$ cat config.mk
export PLATFORM = sky130hd
export DESIGN_NAME = dtr_store_unit
export DESIGN_NICKNAME = d
export VERILOG_FILES = /design/src/rtl/dtr_pkg.sv /design/src/rtl/dtr_decode.sv /design/src/rtl/dtr_fault_check.sv /design/src/rtl/dtr_image_build.sv /design/src/rtl/dtr_byte_seq.sv /design/src/rtl/dtr_store_unit.sv
export SDC_FILE = /design/constraint.sdc
export NUM_CORES = 1
export LEC_CHECK = 0
export ABC_AREA = 1
export CAP_MARGIN = 10
export CORE_UTILIZATION = 40
export CTS_BUF_LIST = sky130_fd_sc_hd__clkbuf_8
export DETAILED_ROUTE_END_ITERATION = 7
export MAX_ROUTING_LAYER = met4
export PLACE_DENSITY = 0.75
export SYNTH_ARGS = -nofsm -noshare
export SYNTH_HDL_FRONTEND = slang
export SYNTH_SLANG_ARGS = --single-unit
$ cat constraint.sdc
create_clock -name clk -period 7.9 [get_ports clk]
set_input_delay 1.58 -clock clk [delete_from_list [all_inputs] [get_ports clk]]
set_output_delay 1.58 -clock clk [all_outputs]
set_load 0.1 [all_outputs]
$ cat src/rtl/dtr_pkg.sv
`timescale 1ns/1ps
package dtr_pkg;

  typedef enum logic [1:0] {
    MODE_REAL = 2'd0,
    MODE_PROT = 2'd1,
    MODE_V86  = 2'd2,
    MODE_PRX  = 2'd3
  } cpu_mode_e;

  typedef enum logic [2:0] {
    FLT_NONE = 3'd0,
    FLT_UD   = 3'd1,
    FLT_GP   = 3'd2,
    FLT_SS   = 3'd3,
    FLT_AC   = 3'd4
  } flt_e;

  typedef enum logic [1:0] {
    SQ_IDLE = 2'd0,
    SQ_WR   = 2'd1,
    SQ_FIN  = 2'd2
  } seq_state_e;

  localparam logic [7:0] ESC_BYTE  = 8'h0F;
  localparam logic [7:0] GRP_BYTE  = 8'h01;
  localparam logic [1:0] MOD_REG   = 2'b11;
  localparam logic [2:0] REG_GLOB  = 3'd0;
  localparam logic [2:0] REG_INTR  = 3'd1;
  localparam int         SHORT_BASE_BYTES = 3;

  function automatic logic is_protected(input logic [1:0] m);
    return (m == MODE_PROT) || (m == MODE_PRX);
  endfunction

endpackage

$ cat src/rtl/dtr_decode.sv
`timescale 1ns/1ps
module dtr_decode
  import dtr_pkg::*;
(
  input  logic [7:0] opc0,
  input  logic [7:0] opc1,
  input  logic [1:0] modrm_mod,
  input  logic [2:0] modrm_reg,
  output logic       sel_idt,
  output logic       bad_enc,
  output logic       reg_dst
);
  logic opc_ok;
  logic reg_ok;

  always_comb begin
    opc_ok  = (opc0 == ESC_BYTE) && (opc1 == GRP_BYTE);
    reg_ok  = (modrm_reg == REG_GLOB) || (modrm_reg == REG_INTR);
    sel_idt = (modrm_reg == REG_INTR);
    bad_enc = !(opc_ok && reg_ok);
    reg_dst = (modrm_mod == MOD_REG);
  end
endmodule

$ cat src/rtl/dtr_fault_check.sv
`timescale 1ns/1ps
module dtr_fault_check
  import dtr_pkg::*;
#(
  parameter int ADDR_W    = 32,
  parameter int IMG_BYTES = 6
) (
  input  logic              bad_enc,
  input  logic              reg_dst,
  input  logic [1:0]        cpu_mode,
  input  logic [1:0]        cpl,
  input  logic              ac_en,
  input  logic              seg_null,
  input  logic              seg_wr,
  input  logic              seg_is_ss,
  input  logic [ADDR_W-1:0] seg_limit,
  input  logic [ADDR_W-1:0] eff_addr,
  output logic              ud_hit,
  output logic              seg_hit,
  output logic              lim_hit,
  output logic              ac_hit,
  output flt_e              code
);
  localparam int SPAN = IMG_BYTES - 1;

  function automatic logic span_over(input logic [ADDR_W-1:0] a,
                                     input logic [ADDR_W-1:0] lim);
    logic [ADDR_W:0] last_byte;
    last_byte = {1'b0, a} + (ADDR_W+1)'(SPAN);
    return last_byte > {1'b0, lim};
  endfunction

  function automatic logic align_trap(input logic [1:0] m, input logic [1:0] pl,
                                      input logic en, input logic odd);
    logic armed;
    case (m)
      MODE_REAL: armed = 1'b0;
      MODE_V86:  armed = en;
      default:   armed = en && (pl == 2'd3);
    endcase
    return armed && odd;
  endfunction

  always_comb begin
    ud_hit  = bad_enc || reg_dst;
    seg_hit = is_protected(cpu_mode) && ((seg_null && !seg_is_ss) || !seg_wr);
    lim_hit = span_over(eff_addr, seg_limit);
    ac_hit  = align_trap(cpu_mode, cpl, ac_en, eff_addr[0]);
    if (ud_hit)                    code = FLT_UD;
    else if (seg_hit)              code = FLT_GP;
    else if (lim_hit && seg_is_ss) code = FLT_SS;
    else if (lim_hit)              code = FLT_GP;
    else if (ac_hit)               code = FLT_AC;
    else                           code = FLT_NONE;
  end
endmodule

$ cat src/rtl/dtr_image_build.sv
`timescale 1ns/1ps
module dtr_image_build
  import dtr_pkg::*;
#(
  parameter int LIM_W  = 16,
  parameter int BASE_W = 32
) (
  input  logic [LIM_W-1:0]        limit,
  input  logic [BASE_W-1:0]       base,
  input  logic                    op32,
  output logic [LIM_W+BASE_W-1:0] image
);
  localparam int LB = LIM_W / 8;
  localparam int NB = (LIM_W + BASE_W) / 8;

  for (genvar k = 0; k < NB; k++) begin : g_byte
    if (k < LB) begin : g_lim
      assign image[k*8 +: 8] = limit[k*8 +: 8];
    end else if (k - LB < SHORT_BASE_BYTES) begin : g_base_lo
      assign image[k*8 +: 8] = base[(k-LB)*8 +: 8];
    end else begin : g_base_hi
      assign image[k*8 +: 8] = op32 ? base[(k-LB)*8 +: 8] : 8'h00;
    end
  end
endmodule

$ cat src/rtl/dtr_byte_seq.sv
`timescale 1ns/1ps
module dtr_byte_seq
  import dtr_pkg::*;
#(
  parameter int IMG_BYTES = 6,
  localparam int IDX_W    = $clog2(IMG_BYTES)
) (
  input  logic             clk,
  input  logic             rst_n,
  input  logic             go_write,
  input  logic             go_fault,
  input  logic             mem_ready,
  output logic             busy,
  output logic             mem_valid,
  output logic             done,
  output logic             fault,
  output logic             last_fire,
  output logic [IDX_W-1:0] byte_idx
);
  localparam logic [IDX_W-1:0] LAST = IDX_W'(IMG_BYTES - 1);

  seq_state_e st_q;
  logic       flt_q;

  assign busy      = (st_q != SQ_IDLE);
  assign mem_valid = (st_q == SQ_WR);
  assign done      = (st_q == SQ_FIN);
  assign fault     = done && flt_q;
  assign last_fire = mem_valid && mem_ready && (byte_idx == LAST);

  always_ff @(posedge clk or negedge rst_n) begin
    if (!rst_n) begin
      st_q     <= SQ_IDLE;
      flt_q    <= 1'b0;
      byte_idx <= '0;
    end else begin
      case (st_q)
        SQ_IDLE: begin
          byte_idx <= '0;
          if (go_fault) begin
            st_q  <= SQ_FIN;
            flt_q <= 1'b1;
          end else if (go_write) begin
            st_q  <= SQ_WR;
            flt_q <= 1'b0;
          end
        end
        SQ_WR: begin
          if (mem_ready) begin
            if (byte_idx == LAST) st_q <= SQ_FIN;
            else                  byte_idx <= byte_idx + 1'b1;
          end
        end
        default: begin
          st_q     <= SQ_IDLE;
          flt_q    <= 1'b0;
          byte_idx <= '0;
        end
      endcase
    end
  end
endmodule

$ cat src/rtl/dtr_store_unit.sv
`timescale 1ns/1ps
module dtr_store_unit
  import dtr_pkg::*;
#(
  parameter int ADDR_W = 32,
  parameter int LIM_W  = 16,
  parameter int BASE_W = 32
) (
  input  logic              clk,
  input  logic              rst_n,
  input  logic              start,
  input  logic [7:0]        opc0,
  input  logic [7:0]        opc1,
  input  logic [1:0]        modrm_mod,
  input  logic [2:0]        modrm_reg,
  input  logic              op32,
  input  logic [1:0]        cpu_mode,
  input  logic [1:0]        cpl,
  input  logic              ac_en,
  input  logic              seg_null,
  input  logic              seg_wr,
  input  logic              seg_is_ss,
  input  logic [ADDR_W-1:0] seg_limit,
  input  logic [ADDR_W-1:0] eff_addr,
  input  logic [LIM_W-1:0]  gdt_limit,
  input  logic [BASE_W-1:0] gdt_base,
  input  logic [LIM_W-1:0]  idt_limit,
  input  logic [BASE_W-1:0] idt_base,
  output logic              busy,
  output logic              mem_valid,
  input  logic              mem_ready,
  output logic [ADDR_W-1:0] mem_addr,
  output logic [7:0]        mem_data,
  output logic              done,
  output logic              fault,
  output logic [2:0]        fault_code
);
  localparam int IMG_W     = LIM_W + BASE_W;
  localparam int IMG_BYTES = IMG_W / 8;
  localparam int IDX_W     = $clog2(IMG_BYTES);

  logic             sel_idt, bad_enc, reg_dst;
  logic             ud_hit, seg_hit, lim_hit, ac_hit;
  flt_e             code_d;
  logic [IMG_W-1:0] image_d;
  logic             acc_fire;
  logic             go_write, go_fault, last_fire;
  logic [IDX_W-1:0] byte_idx;

  logic [IMG_W-1:0]  img_q;
  logic [ADDR_W-1:0] addr_q;
  flt_e              code_q;
  logic              op32_q;

  dtr_decode u_dec (
    .opc0(opc0), .opc1(opc1), .modrm_mod(modrm_mod), .modrm_reg(modrm_reg),
    .sel_idt(sel_idt), .bad_enc(bad_enc), .reg_dst(reg_dst)
  );

  dtr_fault_check #(.ADDR_W(ADDR_W), .IMG_BYTES(IMG_BYTES)) u_flt (
    .bad_enc(bad_enc), .reg_dst(reg_dst), .cpu_mode(cpu_mode), .cpl(cpl),
    .ac_en(ac_en), .seg_null(seg_null), .seg_wr(seg_wr), .seg_is_ss(seg_is_ss),
    .seg_limit(seg_limit), .eff_addr(eff_addr),
    .ud_hit(ud_hit), .seg_hit(seg_hit), .lim_hit(lim_hit), .ac_hit(ac_hit),
    .code(code_d)
  );

  dtr_image_build #(.LIM_W(LIM_W), .BASE_W(BASE_W)) u_img (
    .limit(sel_idt ? idt_limit : gdt_limit),
    .base (sel_idt ? idt_base  : gdt_base),
    .op32 (op32),
    .image(image_d)
  );

  assign acc_fire = start && !busy;
  assign go_write = acc_fire && (code_d == FLT_NONE);
  assign go_fault = acc_fire && (code_d != FLT_NONE);

  dtr_byte_seq #(.IMG_BYTES(IMG_BYTES)) u_seq (
    .clk(clk), .rst_n(rst_n), .go_write(go_write), .go_fault(go_fault),
    .mem_ready(mem_ready), .busy(busy), .mem_valid(mem_valid), .done(done),
    .fault(fault), .last_fire(last_fire), .byte_idx(byte_idx)
  );

  always_ff @(posedge clk or negedge rst_n) begin
    if (!rst_n) begin
      img_q  <= '0;
      addr_q <= '0;
      code_q <= FLT_NONE;
      op32_q <= 1'b0;
    end else if (acc_fire) begin
      img_q  <= image_d;
      addr_q <= eff_addr;
      code_q <= code_d;
      op32_q <= op32;
    end
  end

  assign mem_addr   = addr_q + ADDR_W'(byte_idx);
  assign mem_data   = img_q[byte_idx*8 +: 8];
  assign fault_code = fault ? code_q : FLT_NONE;

endmodule

# Word level (Yosys, flattened, before mapping)
# Cells that the tools add are included.
dict set report totals {
  register_bits 89
  mem_bits_ro 0
  output_inout_bits 47
  inputBits 194
  latch_bits 0
  mem_bits_rw 0
  memories 0
  wordCells 76
}
dict set report op_classes {
  n_reduce_logical 28
  div 0
  mul 0
  n_addsub 3
  muxes 21
  shift 1
  n_eq_ne 15
  n_lt_le_gt_ge 1
  bitwise 1
}
# cell count
set op_table {}
lappend op_table {{$shiftx 48x7->8} 1}
lappend op_table {{$add 32x3->33 const B} 1}
lappend op_table {{$gt 33x32->1} 1}
lappend op_table {{$add 32x3->32} 1}
lappend op_table {{$mux 32} 1}
lappend op_table {{$mux 3} 9}
lappend op_table {{$mux 16} 1}
lappend op_table {{$logic_and 1x1->1} 11}
lappend op_table {{$eq 2x2->1 const B} 5}
lappend op_table {{$eq 8x1->1 const B} 1}
lappend op_table {{$eq 8x4->1 const B} 1}
lappend op_table {{$mux 2} 4}
lappend op_table {{$mux 8} 1}
lappend op_table {{$logic_not 3->1} 2}
lappend op_table {{$eq 2x1->1 const B} 2}
lappend op_table {{$logic_not 1->1} 4}
lappend op_table {{$logic_not 2->1} 2}
lappend op_table {{$logic_or 1x1->1} 4}
lappend op_table {{$ne 2x1->1 const B} 2}
lappend op_table {{$pmux 1 s2} 2}
lappend op_table {{$pmux 2 s2} 1}
lappend op_table {{$reduce_and 2->1} 2}
lappend op_table {{$add 3x1->3 const B} 1}
lappend op_table {{$eq 3x1->1 const B} 1}
lappend op_table {{8 further kinds} 9}

# Logic depth before layout (Yosys ltp)
# Gate-level depths: netlist of run 1.
dict set report depth {
  ltp_word 14
  mapped_depth 28
  depth_no_buf 28
}

# Hierarchy
# From an unflattened synthesis of run 1, not the netlist that was laid out.
dict set report unflattened {
  cells_unflattened 991
  area_unflattened_um2 7815.0
}
# mod seq_area_each_um2 area_per_inst_um2 cells_per_inst instances
set modules_own_cells {}
lappend modules_own_cells {dtr_store_unit 2077.0 5128.7 538 1}
lappend modules_own_cells {dtr_fault_check 0.0 1851.8 323 1}
lappend modules_own_cells {dtr_byte_seq 150.1 380.4 52 1}
lappend modules_own_cells {dtr_image_build 0.0 365.4 57 1}
lappend modules_own_cells {dtr_decode 0.0 88.8 21 1}

# Worst setup path before layout of run 1
# Ideal clock, no wire load.
dict set report synth_timing {
  path_type {reg2out}
  from {register u_seq.byte_idx[1]}
  to {output port mem_addr[28]}
  path_buffers 0
  stages_incl_launch_ff 11
  slack_ns 2.619
  required_time_ns 6.320
  arrival_time_ns 3.701
  path_cell_list {dfrtp_1 > clkinv_1 > fa_1 > or2_1 > a21oi_2 > inv_2 > nor2_4 > nand4_4 > nor4_4 > nand3_1 > xnor2_1}
}
dict set report synth_between {
  elab_chain_len 1
}
# item line
set synth_rtl {}
lappend synth_rtl {{start: declaration} dtr_byte_seq.sv:18} ;# output logic [IDX_W-1:0] byte_idx
lappend synth_rtl {{start signal: assignment} dtr_byte_seq.sv:51} ;# else byte_idx <= byte_idx + 1'b1;
lappend synth_rtl {{$add 32x3->32} dtr_store_unit.sv:99} ;# assign mem_addr = addr_q + ADDR_W'(byte_idx);
lappend synth_rtl {{end: declaration} dtr_store_unit.sv:32} ;# output logic [ADDR_W-1:0] mem_addr,
# Every way passes these cells.

# Worst setup path in the final report of run 1
dict set report layout_timing {
  from {register u_seq.byte_idx[0]}
  to {output port mem_addr[30]}
}
# Same word-level chain as after synthesis.

==> results of run 1 <==
## flip-flops by register name, indices dropped and copies added (netlist names)
name / flops
code_q: 3
img_q: 48
u_seq.st_q: 2
u_seq.byte_idx: 3
addr_q: 32
u_seq.flt_q: 1
## cell type report
cell class | instances | share of cell area, %
Inverter | 153 | 6.04
Sequential cell | 89 | 23.4
Tap cell | 220 | 2.90
Clock inverter | 3 | 0.184
Timing Repair Buffer | 244 | 25.6
Multi-Input combinational cell | 692 | 40.3
Clock buffer | 11 | 1.59
## cells by family after synthesis
family	count (synthesis)	synth area share, %
AO/OA/AOI/OAI	196	15.5
buffers and inverters	185	10.3
adder cells (fa/ha/maj)	39	7.34
XOR/XNOR	58	7.53
AND/OR/NAND/NOR	399	26.3
flip-flops	89	33.0
## path summary, 6_finish.rpt
path / start / slack, ns / cells past startpoint / end
hold reg to reg: img_q[34] / 0.48 / 2 / img_q[34]
setup reg to reg: u_seq.st_q[0] / 5.63 / 6 / img_q[43]
min in group asynchronous: rst_n / 1.16 / 1 / img_q[31]
max in group asynchronous: rst_n / 5.70 / 2 / addr_q[14]
setup / recovery: u_seq.byte_idx[0] / 1.72 / 14 / mem_addr[30]
hold / removal: img_q[34] / 0.48 / 2 / img_q[34]
## power groups by stage
stage / registers (µW) / logic, µW / clock network [µW]
finish: 838 / 2100 / 289
global route: 864 / 2230 / 316
CTS: 837 / 2100 / 300
detailed placement: 845 / 2100 / 0
global placement: 842 / 2090 / 0
floorplan: 782 / 1570 / 0
## per-stage QoR
step           cell area (µm²)  total power, µW  setup slack, ns  utilization, %
2_1_floorplan             6750             2360             2.62               -
4_1_cts                   9510             3240             1.68            57.5
6_report                  9510             3220             1.72            57.5
3_5_place_dp              9340             2940             2.13            56.5
3_3_place_gp              9340             2930             2.22            56.5
5_1_grt                   9510             3410             1.43            57.5
## layout by cell type (no fill, tap or decap), types with 2 or more instances in the layout
master           Yosys  routed
nor2_2               5       4
nor2_4               3       4
xnor2_1             12      12
nor4_1              11      11
nor4_2               2       2
nor3_1              17      17
a21oi_1             34      34
clkbuf_8             0      11
ha_1                38      38
nor4_4               2       2
nand4_1             13      13
nand2_1            203     203
dfrtp_1             89      89
nor2_1             107     107
inv_2                1       2
inv_1              149     149
nand3_1             23      23
buf_4                0       5
clkinv_2             0       2
o21ai_0            128     128
xor2_1              46      46
o31ai_1              7       7
nor3_2               5       5
a21o_1               2       2
clkinv_1             3       2
clkdlybuf4s50_1      0     239
o22ai_1             18      18
## per-layer routing
metal,vias up,part of all wire [%],GRT usage (%)
met5,-,0,-
met1,3135,44,30.5
met2,241,47,39.9
met3,45,5.8,5.00
li1,3571,-,-
met4,0,3.1,9.24
## synthesized netlist by cell type, types with 2 or more instances
| cell | n |
|---|---|
| nor3_1 | 17 |
| xor2_1 | 46 |
| dfrtp_1 | 89 |
| nand3_1 | 23 |
| o21ai_0 | 128 |
| nand4_1 | 13 |
| nor4_2 | 2 |
| a21oi_1 | 34 |
| ha_1 | 38 |
| xnor2_1 | 12 |
| o31ai_1 | 7 |
| a21o_1 | 2 |
| nor2_2 | 5 |
| o22ai_1 | 18 |
| nor3_2 | 5 |
| nor2_4 | 3 |
| nor4_1 | 11 |
| nor2_1 | 107 |
| clkinv_1 | 3 |
| nand2_1 | 203 |
| clkbuf_1 | 31 |
| nor4_4 | 2 |
| inv_1 | 149 |
## critical path, delay by kind of cell (launching register included)
kind,cells,cell delay [ns]
AOI/OAI and AO/OA,1,0.17
buffers and inverters,3,1.30
adders and majority gates,2,0.68
xor gates and xnor gates,1,0.18
DFF,1,0.87
and+or+nand+nor,7,1.03
==> impl_summary.md, run 1 <==
Die
The floorplan step set the die width to ~130 µm. The area of the core is 16500 µm². After floorplanning, the core was divided into 47 placement rows.

The number of top-level design ports is roughly 240. The initial standard-cell utilization of the core is between 40% and 50%. The vertical die dimension is about 130 µm. The die covers around 17000 µm².

Power and ir drop
The fraction of power spent switching nets is 58.4%. Internal power comes to roughly 1300 µW. For this design the ratio of total power to cell area is 339 nW/µm². The reported leakage power is between 0.004 and 0.005 µW. The net switching power figure is approximately 1900 µW.

Per report_power, the sequential group accounts for between 20% and 30% of the total. The combinational fraction of design power is about two thirds. Per report_power, the clock group accounts for 9.0% of the total. IR analysis of the VDD net gives a maximum drop of 0.592 mV.

Clocking
Clock tree synthesis selected as its root buffer the cell clkbuf_8. The number of gates resized after CTS was 0. The count of clock tree sinks is 89. No sink is reached through more buffers than the 2 on the longest clock path. The clock transition time at the flip-flop clock pins of the worst setup and hold paths is roughly 0.080 ns. The H-tree depth is 3. The TritonCTS buffer count is 9.

The number of buffers added for setup after CTS is 0. TritonCTS built the clock tree. The latest clock arrival within the worst-skew pair is 0.38 ns.

The count of hold-fix buffers inserted at cts is 0.

Place
Routability-driven placement finished with a final weighted congestion of between 0.8 and 0.9. Once detailed placement completed, the half-perimeter wirelength came to roughly 16000 µm. Counting tap cells, the placed design contains a total of 1398 instances. Input and output buffers added on the ports amount to between 200 and 250.

STA
The final max-slew violation count is 0. Setup repair after global routing left no endpoint under its margin. In the finished design, the share of the clock period the worst path needs comes to 78.3%. The routed design could run at a clock period as short as 6.18 ns. The worst slew margin relative to its limit is around a quarter. The tightest hold path in the finished design has a slack of between 0.4 and 0.5 ns. For the pin with the worst max-slew slack, the measured transition is about 1.1 ns. The count of endpoints failing hold in the final timing report came to 0.

The final setup violation count is 0. Derived from the worst setup path, the maximum achievable clock frequency is between 0.15 and 0.2 GHz. Setup total negative slack on the finished layout was measured at 0 ns. The clock arrives with 0.00650 ns of skew.

Final layout
The count of cells in the finished layout, fillers not included, comes to around 1400. The number of inserted filler cells in the final layout is approximately 1600. The multi-input gate area in the final layout is 3830 µm². Registers take approximately 2200 µm². The final net count is roughly 1400.

The signed area change from the synthesized netlist to the final layout is 40.9%. The share of post-route cells with drive strength above 1 is 3.86%. The number of diodes is 0.

Status
The flow ran to the end, and the final reports show no timing, DRC or antenna violations.

Global route
Summed over all layers, the global routing overflow is 0. The number of global-route vias before repair was roughly 6700. The number of antenna violations at the first check in global routing was 0. The global-route wire length before repair is between 30000 and 40000 µm. Entering global routing, the biggest net connects 91 pins. Across every metal layer, demand over resource in global routing totals about a quarter.

Synthesis
The async set-or-reset flop fraction in the synthesized netlist is 100%. Counting every instance in the synthesized netlist gives approximately 970. Yosys mapped a number of flops with a built-in enable equal to 0. The average instance area after synthesis is 6.99 µm².

The area share of the largest cell type after synthesis is between 30% and 40%. Among all flip-flop cells after synthesis, the most frequent one is dfrtp_1. The sequential share of the synthesized area is 33.0%. The count of cell types in the netlist is 41.

The most area-hungry cell type in the Yosys netlist is dfrtp_1. The number of register bits inferred by synthesis is 89. The number of nets handed over by synthesis was about 1200. The netlist area before placement is 6750 µm².

Sorting the synthesized cells by area gives the leading types as dfrtp_1 33%, nand2_1 11%, o21ai_0 9.5%, inv_1 8.3%, ha_1 7.0%. The Yosys step of the flow raised 0 warnings.

Route
The count of TritonRoute iterations in the first routing pass is 5. The number of vias after detailed routing is 6992. The routed wire length per instance is between 10 and 15 µm. The number of routed nets with antenna violations is 0. Wires add up to 20400 µm. In the routed design, unresolved DRC markers number 0. The first routing iteration left approximately 370 violations. The number of vias per cell after detailed routing is roughly 5.

Run
The count of max-cap constraint violations is 0.

Critical path
The slowest stage cell on the critical path is clkdlybuf4s50_1. Data arrives at the worst endpoint at between 4 and 5 ns. Traced cell by cell, the critical path runs through ha_1 > inv_1 > fa_1 > or2_1 > a21oi_2 > inv_2 > nor2_4 > nand4_4 > nor2_4 > nand2_4 > nor2_4 > nand3_1 > xor2_1 > clkdlybuf4s50_1. The peak per-stage delay on the critical path is approximately 1.2 ns. The peak fanout along the critical path is 29.

In this design, the critical path's most frequently occurring cell is nor2_4. Data on the critical path is required at its endpoint by between 6 and 7 ns. The kind of launch point of the worst setup path is a flip-flop. The type of destination of the critical path is a primary output. The type of the setup path with the least slack is flip-flop to primary output.

Hold path
The min-delay analysis places its worst path in the category flip-flop to flip-flop.
Power figures use the tool's default switching activity.
==> run 2, diff against run 1 <==
PLACE_DENSITY = 0.77   (was 0.75)
clock period = 5.15 ns   (was 7.9 ns; I/O delays follow)
==> run 2 against run 1 <==
Compared with the run above:
- clock skew up 0.0085 ns
- worst hold slack got worse by 0.0035 ns
- non-clock buffer count grew 2
- clock-buffer cell count is 2 lower
- design area grew 0.74%
- critical endpoint unchanged
- setup slack got worse by 1.2 ns
- largest cell class unchanged
- largest power group unchanged
- combinational power is 58% higher
- critical path depth is the same
==> impl_summary.md, run 2 (synthesized netlist as in run 1, its figures left out) <==
Global route
The largest net degree at the start of global routing came to 91 (unchanged). The global-route usage over all layers came to 25.3% (+0.57 points). The number of global-route vias before repair came to 7013 (+4.9%). The leftover overflow at the end of global routing came to 0 (unchanged). The global-route wire length before repair was 34200 µm (+3.2%). The number of antenna violations at the first check in global routing is 0 (unchanged).

Final layout
The number of flip-flops under the largest register name is 48 (unchanged). The share of post-route cells with drive strength above 1 is 7.27% (+3.4 points). The number of diodes is 0 (unchanged).

The signed area change from the synthesized netlist to the final layout is 41.9%. The library cell used most frequently in the layout, excluding fill and tap cells, is nand2_1. In the final layout, the registers with the most flip-flops are img_q: 48 flops, addr_q: 32 flops. The utilization of the core after routing is 58.0% (+0.42 points). The final net count came to 1424 (+0.14%). In the layout the commonest cells are 203 x nand2_1, 201 x clkdlybuf4s50_1, 150 x inv_1. Counting flops per register, the top entry is img_q. The number of inserted filler cells in the final layout is 1547 (-2.3%). The non-filler instance count after layout came to 1416 (+0.28%).

STA
The final cycle utilization of the critical path is about nine tenths. The worst slew margin relative to its limit is 24.1% (-2.0 points). Based on the critical path, the design can be clocked at up to between 0.2 and 0.25 GHz.

The setup clock skew after layout is 0.0150 ns (+0.00853 ns). The final max-slew violation count is 0 (unchanged). The actual slew at the worst max-slew pin is 1.14 ns (+0.0309 ns). The count of endpoints failing hold in the final timing report came to 0 (unchanged).

The worst path needs about 4.7 ns of the cycle, external delays included. The least setup slack across all paths after layout came to 0.467 ns (-1.25 ns). The final setup violation count came to 0 (unchanged). The sum of negative setup slack is 0 ns (unchanged). Setup repair after global routing left no endpoint under its margin.

Critical path
The cell type group with the largest total delay on the critical path is simple AND/OR/NAND/NOR gates. The slowest stage of the critical path is the fa_1 cell. The number of buffers and inverters on the critical path was 4 (+1). The required time of the critical path is 4.12 ns (-2.20 ns). The most numerous cell on the critical path is nor2_4. The peak per-stage delay on the critical path is 0.57 ns (-0.62 ns). STA classifies the critical path endpoint as a primary output. Traced cell by cell, the critical path runs through buf_4 > clkinv_1 > fa_1 > or2_1 > a21oi_2 > inv_2 > nor2_4 > nand4_4 > nor2_4 > nand2_4 > nor2_4 > nand3_1 > xor2_1 > buf_12. The reg-to-reg critical path startpoint is u_seq.st_q[0]. The worst endpoint data arrival time was 3.65 ns (-0.95 ns).

The kind of launch point of the worst setup path is a flip-flop. The type of the setup path with the least slack is flip-flop to primary output. The peak fanout along the critical path is 13 (-55%). The setup slack of the worst register-to-register path came to 2.86 ns (-2.77 ns). The first element of the critical path is u_seq.byte_idx[1].

Clocking
The root buffer cell chosen for the clock tree is clkbuf_8. The number of buffers added for setup after CTS is 0 (unchanged). The TritonCTS buffer count came to 9 (unchanged).

The H-tree depth is 3 (unchanged). The count of clock tree sinks is 89 (unchanged). The latest clock arrival within the worst-skew pair is 0.36 ns (-0.02 ns). The clock transition time at the flip-flop clock pins of the worst setup and hold paths was 0.09 ns (about the same). TritonCTS built the clock tree. The total of cells resized after clock tree synthesis is 0 (unchanged). The maximum buffer depth of the clock tree is 2 (unchanged). The count of hold-fix buffers inserted at cts was 0 (unchanged).

Place
The worst setup slack after placement is 0.235 ns (-1.90 ns). The number of placed cells counting well taps is 1400 (+0.14%). The post-DP HPWL came to 16800 µm (+2.9%). The number of buffers inserted by port buffering is 240 (unchanged). The final weighted congestion in routability-driven placement is 0.927 (+7.9%).

Route
The residual DRC count is 0 (unchanged). The number of routed nets with antenna violations came to 0 (unchanged). The number of vias per cell after detailed routing is 5.04 (+1.8%). The starting DRC count in detailed routing is 593 (+62%).

The count of TritonRoute iterations in the first routing pass is 6 (+1). The routed wire length per instance is 15.0 µm (+3.7%). The number of vias after detailed routing was 7137 (+2.1%).

The wire length after detailed routing came to 21200 µm (+4.0%).

Die
The vertical die dimension came to 132 µm (unchanged). The area of the core is 16500 µm² (unchanged). The die width is 132 µm (unchanged). The number of placement rows came to 47 (unchanged). The initial standard-cell utilization of the core came to 40.8% (unchanged). The area of the die is 17400 µm² (unchanged).

The number of top-level design ports came to 241 (unchanged).

Power and ir drop
The reported leakage power is 0.00459 µW (+2.6%). The worst voltage drop across the vdd grid is 0.691 mV (+17%). The cell area power density came to 529 nW/µm² (+56%).

Status
The run finished with clean final reports.

Run
The count of max-cap constraint violations is 0 (unchanged).

Hold path
The min-delay analysis places its worst path in the category flip-flop to flip-flop. The beginning of the worst hold path is addr_q[0].
run 2: cell count changes in the layout (fill, tap and decap cells not counted), sizes merged:
cell and change:
clkdlybuf4s50 -38, clkinvlp -1, inv +2, clkbuf -2
buf +40, clkinv +2, bufinv +1
run 2: path summary, 6_finish.rpt:
kind                       depth (start not counted)            end
hold reg to reg                                    2      addr_q[0]
min in group asynchronous                          1       img_q[7]
max in group asynchronous                          2  u_seq.st_q[1]
setup reg to reg                                   6      img_q[43]
hold / removal                                     2      addr_q[0]
setup / recovery                                  14   mem_addr[30]
run 2: where the power goes:
| group | internal (µW) | switching, µW | total [µW] |
|---|---|---|---|
| Combinational | 882 | 2440 | 3320 |
| Sequential | 1020 | 239 | 1260 |
| Clock | 225 | 261 | 485 |
run 2: area by class of cell:
class / count / area (µm²) / share of cell area (%)
Clock buffer: 9 / 124 / 1.29
Multi-Input combinational cell: 692 / 3830 / 40.0
Tap cell: 220 / 275 / 2.87
Clock inverter: 7 / 70.1 / 0.732
Sequential cell: 89 / 2230 / 23.3
Inverter: 153 / 574 / 6.00
Timing Repair Buffer: 246 / 2470 / 25.8
run 2: layer usage:
metal / part of all wire, % / GRT usage, % / vias to the layer above
met5: 0 / - / -
met4: 2.7 / 8.07 / 0
met3: 5.9 / 3.92 / 33
met2: 49 / 43.4 / 275
met1: 42 / 30.4 / 3265
li1: - / - / 3564
run 2: metrics by stage:
stage / hold WS, ns / power (µW) / instance area, µm²
after floorplan: 0.446 / 3610 / 6750
after global placement: 0.462 / 4550 / 9380
after detailed placement: 0.467 / 4580 / 9380
after CTS: 0.486 / 5070 / 9580
after global routing: 0.518 / 5330 / 9580
final: 0.481 / 5070 / 9580
run 2: worst register-to-register path, stage by stage (launching register included):
cell     delay (ns)
dfrtp_1        0.41
nor2_1         0.15
inv_1          0.11
nor2_4         0.11
buf_4          0.68
nand2_1        0.40
o32ai_1        0.35
